$ cat src/rtl/cfg_stream_pkg.sv
package cfg_stream_pkg;
  localparam int BYTE_W = 8;
  localparam int BIT_IDX_W = $clog2(BYTE_W);

  typedef enum logic [1:0] {
    ST_IDLE  = 2'd0,
    ST_PRIME = 2'd1,
    ST_SHIFT = 2'd2,
    ST_DONE  = 2'd3
  } stream_state_t;
endpackage

$ cat src/rtl/cfg_clk_gen.sv
module cfg_clk_gen
  import cfg_stream_pkg::*;
#(
  parameter int BIT_DIV = 2
) (
  input  logic clk,
  input  logic rst,
  input  logic clear,
  input  logic run,
  input  logic cap_en,
  output logic tick,
  output logic byte_end,
  output logic cap_strobe,
  output logic sclk,
  output logic rclk
);
  localparam int PH_W = (BIT_DIV > 2) ? $clog2(BIT_DIV) : 1;
  localparam int HALF = BIT_DIV / 2;
  localparam logic [BIT_IDX_W-1:0] LAST_BIT = BIT_IDX_W'(BYTE_W - 1);
  localparam logic [BIT_IDX_W-1:0] CAP_BIT  = BIT_IDX_W'(BYTE_W / 2 - 1);

  logic [PH_W-1:0]      ph, ph_nxt;
  logic [BIT_IDX_W-1:0] bit_idx, bit_nxt;

  assign tick       = run && (ph == PH_W'(BIT_DIV - 1));
  assign byte_end   = tick && (bit_idx == LAST_BIT);
  assign cap_strobe = tick && (bit_idx == CAP_BIT) && cap_en;

  always_comb begin
    if (clear || !run) begin
      ph_nxt  = '0;
      bit_nxt = '0;
    end else if (tick) begin
      ph_nxt  = '0;
      bit_nxt = bit_idx + 1'b1;
    end else begin
      ph_nxt  = ph + 1'b1;
      bit_nxt = bit_idx;
    end
  end

  always_ff @(posedge clk) begin
    if (rst) begin
      ph      <= '0;
      bit_idx <= '0;
      sclk    <= 1'b0;
      rclk    <= 1'b0;
    end else begin
      ph      <= ph_nxt;
      bit_idx <= bit_nxt;
      sclk    <= run && !clear && (ph_nxt >= PH_W'(HALF));
      if (clear || !run)
        rclk <= 1'b0;
      else if (cap_strobe)
        rclk <= 1'b1;
      else if (byte_end)
        rclk <= 1'b0;
    end
  end
endmodule

$ cat src/rtl/cfg_addr_gen.sv
module cfg_addr_gen #(
  parameter int ADDR_W = 18
) (
  input  logic              clk,
  input  logic              rst,
  input  logic              clear,
  input  logic              step,
  output logic [ADDR_W-1:0] addr
);
  always_ff @(posedge clk) begin
    if (rst || clear)
      addr <= '0;
    else if (step)
      addr <= addr + 1'b1;
  end
endmodule

$ cat src/rtl/cfg_serializer.sv
module cfg_serializer
  import cfg_stream_pkg::*;
(
  input  logic              clk,
  input  logic              rst,
  input  logic              clear,
  input  logic              capture,
  input  logic              load,
  input  logic              advance,
  input  logic [BYTE_W-1:0] din,
  output logic              sd_local,
  output logic              sd_chain
);
  logic [BYTE_W-1:0] hold_q;
  logic [BYTE_W-1:0] sh_q;

  always_ff @(posedge clk) begin
    if (rst || clear) begin
      hold_q   <= '0;
      sh_q     <= '0;
      sd_local <= 1'b0;
      sd_chain <= 1'b0;
    end else begin
      if (capture)
        hold_q <= din;
      if (load) begin
        sh_q     <= hold_q;
        sd_local <= hold_q[0];
        sd_chain <= hold_q[0];
      end else if (advance) begin
        sh_q     <= sh_q >> 1;
        sd_local <= sh_q[1];
        sd_chain <= sh_q[1];
      end
    end
  end
endmodule

$ cat src/rtl/cfg_byte_streamer.sv
module cfg_byte_streamer
  import cfg_stream_pkg::*;
#(
  parameter int ADDR_W  = 18,
  parameter int CNT_W   = 18,
  parameter int BIT_DIV = 2
) (
  input  logic              clk,
  input  logic              rst,
  input  logic              start,
  input  logic [7:0]        mem_data,
  input  logic [CNT_W-1:0]  byte_count,
  output logic [ADDR_W-1:0] mem_addr,
  output logic              rclk,
  output logic              sclk,
  output logic              ser_local,
  output logic              ser_chain,
  output logic              bit_valid,
  output logic              done
);
  stream_state_t    state;
  logic [CNT_W-1:0] cnt_q, loaded_q, sent_q;
  logic             run, cap_en, tick, byte_end, cap_strobe;
  logic             last_byte, load, advance, finish;

  assign run       = (state == ST_PRIME) || (state == ST_SHIFT);
  assign cap_en    = loaded_q < cnt_q;
  assign last_byte = (sent_q + CNT_W'(1)) == cnt_q;
  assign load      = byte_end && ((state == ST_PRIME) || ((state == ST_SHIFT) && !last_byte));
  assign advance   = tick && (state == ST_SHIFT) && !byte_end;
  assign finish    = byte_end && (state == ST_SHIFT) && last_byte;

  cfg_clk_gen #(.BIT_DIV(BIT_DIV)) clk_gen_i (
    .clk       (clk),
    .rst       (rst),
    .clear     (start),
    .run       (run),
    .cap_en    (cap_en),
    .tick      (tick),
    .byte_end  (byte_end),
    .cap_strobe(cap_strobe),
    .sclk      (sclk),
    .rclk      (rclk)
  );

  cfg_addr_gen #(.ADDR_W(ADDR_W)) addr_gen_i (
    .clk  (clk),
    .rst  (rst),
    .clear(start),
    .step (rclk && byte_end),
    .addr (mem_addr)
  );

  cfg_serializer ser_i (
    .clk     (clk),
    .rst     (rst),
    .clear   (start || finish),
    .capture (cap_strobe),
    .load    (load),
    .advance (advance),
    .din     (mem_data),
    .sd_local(ser_local),
    .sd_chain(ser_chain)
  );

  always_ff @(posedge clk) begin
    if (rst) begin
      state     <= ST_IDLE;
      cnt_q     <= '0;
      loaded_q  <= '0;
      sent_q    <= '0;
      done      <= 1'b0;
      bit_valid <= 1'b0;
    end else if (start) begin
      cnt_q     <= byte_count;
      loaded_q  <= '0;
      sent_q    <= '0;
      bit_valid <= 1'b0;
      if (byte_count == '0) begin
        state <= ST_DONE;
        done  <= 1'b1;
      end else begin
        state <= ST_PRIME;
        done  <= 1'b0;
      end
    end else begin
      if (cap_strobe)
        loaded_q <= loaded_q + 1'b1;
      case (state)
        ST_PRIME: if (byte_end) begin
          state     <= ST_SHIFT;
          bit_valid <= 1'b1;
        end
        ST_SHIFT: if (byte_end) begin
          sent_q <= sent_q + 1'b1;
          if (last_byte) begin
            state     <= ST_DONE;
            done      <= 1'b1;
            bit_valid <= 1'b0;
          end
        end
        default: ;
      endcase
    end
  end
endmodule

$ cat config.mk
export PLATFORM = sky130hd
export DESIGN_NAME = cfg_byte_streamer
export DESIGN_NICKNAME = d
export VERILOG_FILES = /design/src/rtl/cfg_stream_pkg.sv /design/src/rtl/cfg_clk_gen.sv /design/src/rtl/cfg_addr_gen.sv /design/src/rtl/cfg_serializer.sv /design/src/rtl/cfg_byte_streamer.sv
export SDC_FILE = /design/constraint.sdc
export NUM_CORES = 1
export LEC_CHECK = 0
export BUFFER_PORTS_ARGS = -buffer_cell sky130_fd_sc_hd__buf_2
export CAP_MARGIN = 20
export CELL_PAD_IN_SITES_DETAIL_PLACEMENT = 1
export CELL_PAD_IN_SITES_GLOBAL_PLACEMENT = 1
export CORE_UTILIZATION = 41
export CTS_CLUSTER_DIAMETER = 200
export DETAILED_ROUTE_END_ITERATION = 10
export PLACE_DENSITY = 0.74
export SETUP_SLACK_MARGIN = 0.02
export SYNTH_ARGS = -nofsm -noshare
export SYNTH_HDL_FRONTEND = slang
export SYNTH_SLANG_ARGS = --single-unit
$ cat constraint.sdc
create_clock -name clk -period 3.8 [get_ports clk]
set_input_delay 0.38 -clock clk [delete_from_list [all_inputs] [get_ports clk]]
set_output_delay 0.38 -clock clk [all_outputs]
set_load 0.05 [all_outputs]
==> results.toml <==
[status]
status = "complete, no violations"

[global_routing]
grt_pass1_vias = 4525
grt-ovfl-total = 0
grt_pass1_wl_um = 22200
antenna_found_initial = 0
grt_max_degree = 36
grt_use_total_pct = 21.9

[floorplanning]
core.rowCount = 40
core_um2 = 12200
ios = 53
dieArea_um2 = 13100
chipWidth_um = 115
start_util_pct = 42.7
die-height_um = 115

[setup_path]
regToRegEndpoint = "ser_i.sh_q[7]"
cp_common_cell = "nand4_1"
r2r_cells = 8
start_kind = "flip-flop"
crit_path_max_incr_delay_ns = 0.64
r2r-start = "sent_q[0]"
rrSetupSlack_ns = 0.61
crit_buf_inv = 0
path_cells = "ha_1 -> nand4_1 -> nor2_1 -> nor3_1 -> a2111oi_0 -> nand4_1 -> or4_1 -> mux2_4"
cpLargestDelayFamily = "simple AND/OR/NAND/NOR gates"
cp-end-kind = "flip-flop"
arrival_ns = 3.43
crit_path_max_fanout = 8
crit_path_start = "sent_q[0]"
slowest_stage = "or4_1"
crit_type = "flip-flop to flip-flop"
cp.depth = 8
crit_required_ns = 4.04

[cts]
insertion_delay_ns = 0.35
cts_setup_buffers = 0
cts_tree = "done"
cts_made_buffers = 9
ctsLongestPathBuffers = 2
clockRootBuffer = "clkbuf_16"
cts_resized = 0
clock_sinks = 97
cts_hold_buf = 0
htree_levels = 3
clkTransAtPathRegs_ns = 0.07

[synthesis]
ys.flop_type = "dfxtp_1"
yosys.area_share.simple_pct = 23.2
synth_top_area_share_pct = 37.4
ys_warn_count = 0
synthArstFlopShare_pct = 0
post-synth-top-count-cell = "dfxtp_1"
syn_avg_cell_area_um2 = 8.68
synthXorXnorAreaFrac_pct = 9.11
muxShareOfSynthArea_pct = 7.42
post-synth-top-area-cell = "dfxtp_1"
ys_seq_elements = 97
synth_top_family_by_area = "simple AND/OR/NAND/NOR gates"
syn_area_um2 = 5190
yosysSeqAreaShare_pct = 37.4
synthAdderAreaFrac_pct = 6.27
ys_top_cells_by_count = "97 x dfxtp_1, 73 x nor2_1, 39 x nand2_1, 37 x mux2i_1, 32 x xor2_1"
syn_inst = 598
synth_cell_type_count = 56
syn-num-nets = 653
ys_top_cells_by_area = "dfxtp_1 37%, mux2i_1 7.1%, ha_1 6.3%, xor2_1 5.4%, nor2_1 5.3%"
synth-compound-area-share_pct = 12.0
synth_edf_count = 0

[cells_and_area]
num-nets-final = 689
fillers = 1469
register_area_um2 = 1940
area.growth.synth_to_final_pct = 12.4
design_area_um2 = 5830
drive_above_1_share_pct = 13.9
multi_input_area_um2 = 3020
antennaDiodeCount = 0
postLayoutCoreUtil_pct = 48.0

[hold_path]
hp-start = "byte_count[17]"
hold_end = "cnt_q[17]"
min_path_type = "primary input to flip-flop"
min_path_cells = 3

[detailed_routing]
viasPerCell = 5.47
dr.pass1.iters = 4
drt_iter0_markers = 133
routedWlPerCell_um = 16.6
vias = 4416
routed_wl_um = 13400
antenna_left = 0
post-route-drc-count = 0

[place]
place_hpwl_um = 10000
pre_cts_slack_ns = 0.675
gp_congestion = 0.829
port-buffer-count = 52
post_dp_cell_area_um2 = 5550

[pwr]
swShare_pct = 24.5
leakage_nw = 2.23
p_sw_w = 0.000504
internal-power_w = 0.00155
power_frac_comb_pct = 6.5
seqPwrFrac_pct = 51.0
power.share.clock_pct = 42.6
powerDensity_nw_per_um2 = 352
vdd_drop_max_mv = 0.245
p_total_w = 0.00205

[timing]
tns_ns = 0
setup_slack_ns = 0.611
finClkSkew_ns = 0.00848
max-slew-margin-rel_pct = 38.9
period_needed_ns = 3.19
final-hold-violation-count = 0
slew_viol_final = 0
grt_setup_unrepaired = "false"
fmax_mhz = 314
setup_violations = 0
post-route-period-util_pct = 83.9
worst_pin_slew_ns = 0.916

[run]
maxCapViolCount = 0
placed cells by master, fill, tap and decap left out, types with 19 or more instances in the layout:
| cell type | count |
|---|---|
| nor2_1 | 73 |
| ha_1 | 26 |
| a21oi_1 | 29 |
| o21ai_0 | 25 |
| inv_1 | 26 |
| dfxtp_1 | 97 |
| xnor2_1 | 22 |
| buf_2 | 52 |
| mux2i_1 | 37 |
| nand4_1 | 19 |
| xor2_1 | 32 |
| nand2_1 | 39 |
registers in the layout (all words and copies together) (netlist names), 2 cells and up:
signal	flops
state	2
addr_gen_i.addr	18
clk_gen_i.bit_idx	3
cnt_q	18
ser_i.hold_q	8
ser_i.sh_q	8
loaded_q	18
sent_q	18
logic make-up (layout without fill, tap and decap cells):
group / count (synthesis) / in the layout
adders and majority gates: 26 / 26
muxes: 38 / 38
DFF: 97 / 97
xor gates and xnor gates: 54 / 54
buffers and inverters: 56 / 97
and+or+nand+nor: 232 / 232
AOI/OAI and AO/OA: 95 / 95
per-stage QoR:
| stage | hold WS (ns) | std cells |
|---|---|---|
| 6_report | 0.284 | 807 |
| 5_1_grt | 0.297 | 807 |
| 4_1_cts | 0.270 | 807 |
| 3_5_place_dp | 0.468 | 791 |
| 3_3_place_gp | 0.453 | 791 |
| 2_1_floorplan | 0.457 | 598 |
worst register-to-register path: cells and delay by family, from the launching register on:
kind	cells	cell delay [ns]
simple gates	5	1.49
flops	1	0.45
compound gates	1	0.45
mux	1	0.37
fa+ha+maj	1	0.33
cell type report:
class,instances,share of cell area (%)
clock inverter,5,0.665
tap,168,3.60
clock buffer,11,4.16
timing repair buffer,55,4.85
multi-input combinational,445,51.8
sequential,97,33.3
inverter,26,1.67
power groups by stage:
stage | Combinational (W) | Clock, W | Sequential (W)
after CTS | 0.000135 | 0.000899 | 0.00105
after detailed placement | 0.000134 | 0 | 0.00107
after global routing | 0.000148 | 0.000934 | 0.00105
after floorplan | 0.0000881 | 0 | 0.00107
final | 0.000133 | 0.000874 | 0.00105
after global placement | 0.000129 | 0 | 0.00107
per-layer routing:
layer | global-route usage [%] | wire length [µm]
met5 | 0 | 0
met1 | 26.8 | 6340
met4 | 9.35 | 284
met3 | 3.49 | 420
met2 | 38.1 | 6320
how the worst max path moves through the flow:
| stage | end |
|---|---|
| finish | ser_i.sh_q[7] |
| global route | loaded_q[17] |
| CTS | ser_i.sh_q[7] |
| detailed placement | ser_i.sh_q[7] |
| global placement | ser_i.sh_q[7] |
| floorplan | loaded_q[6] |
Power figures use the tool's default switching activity.
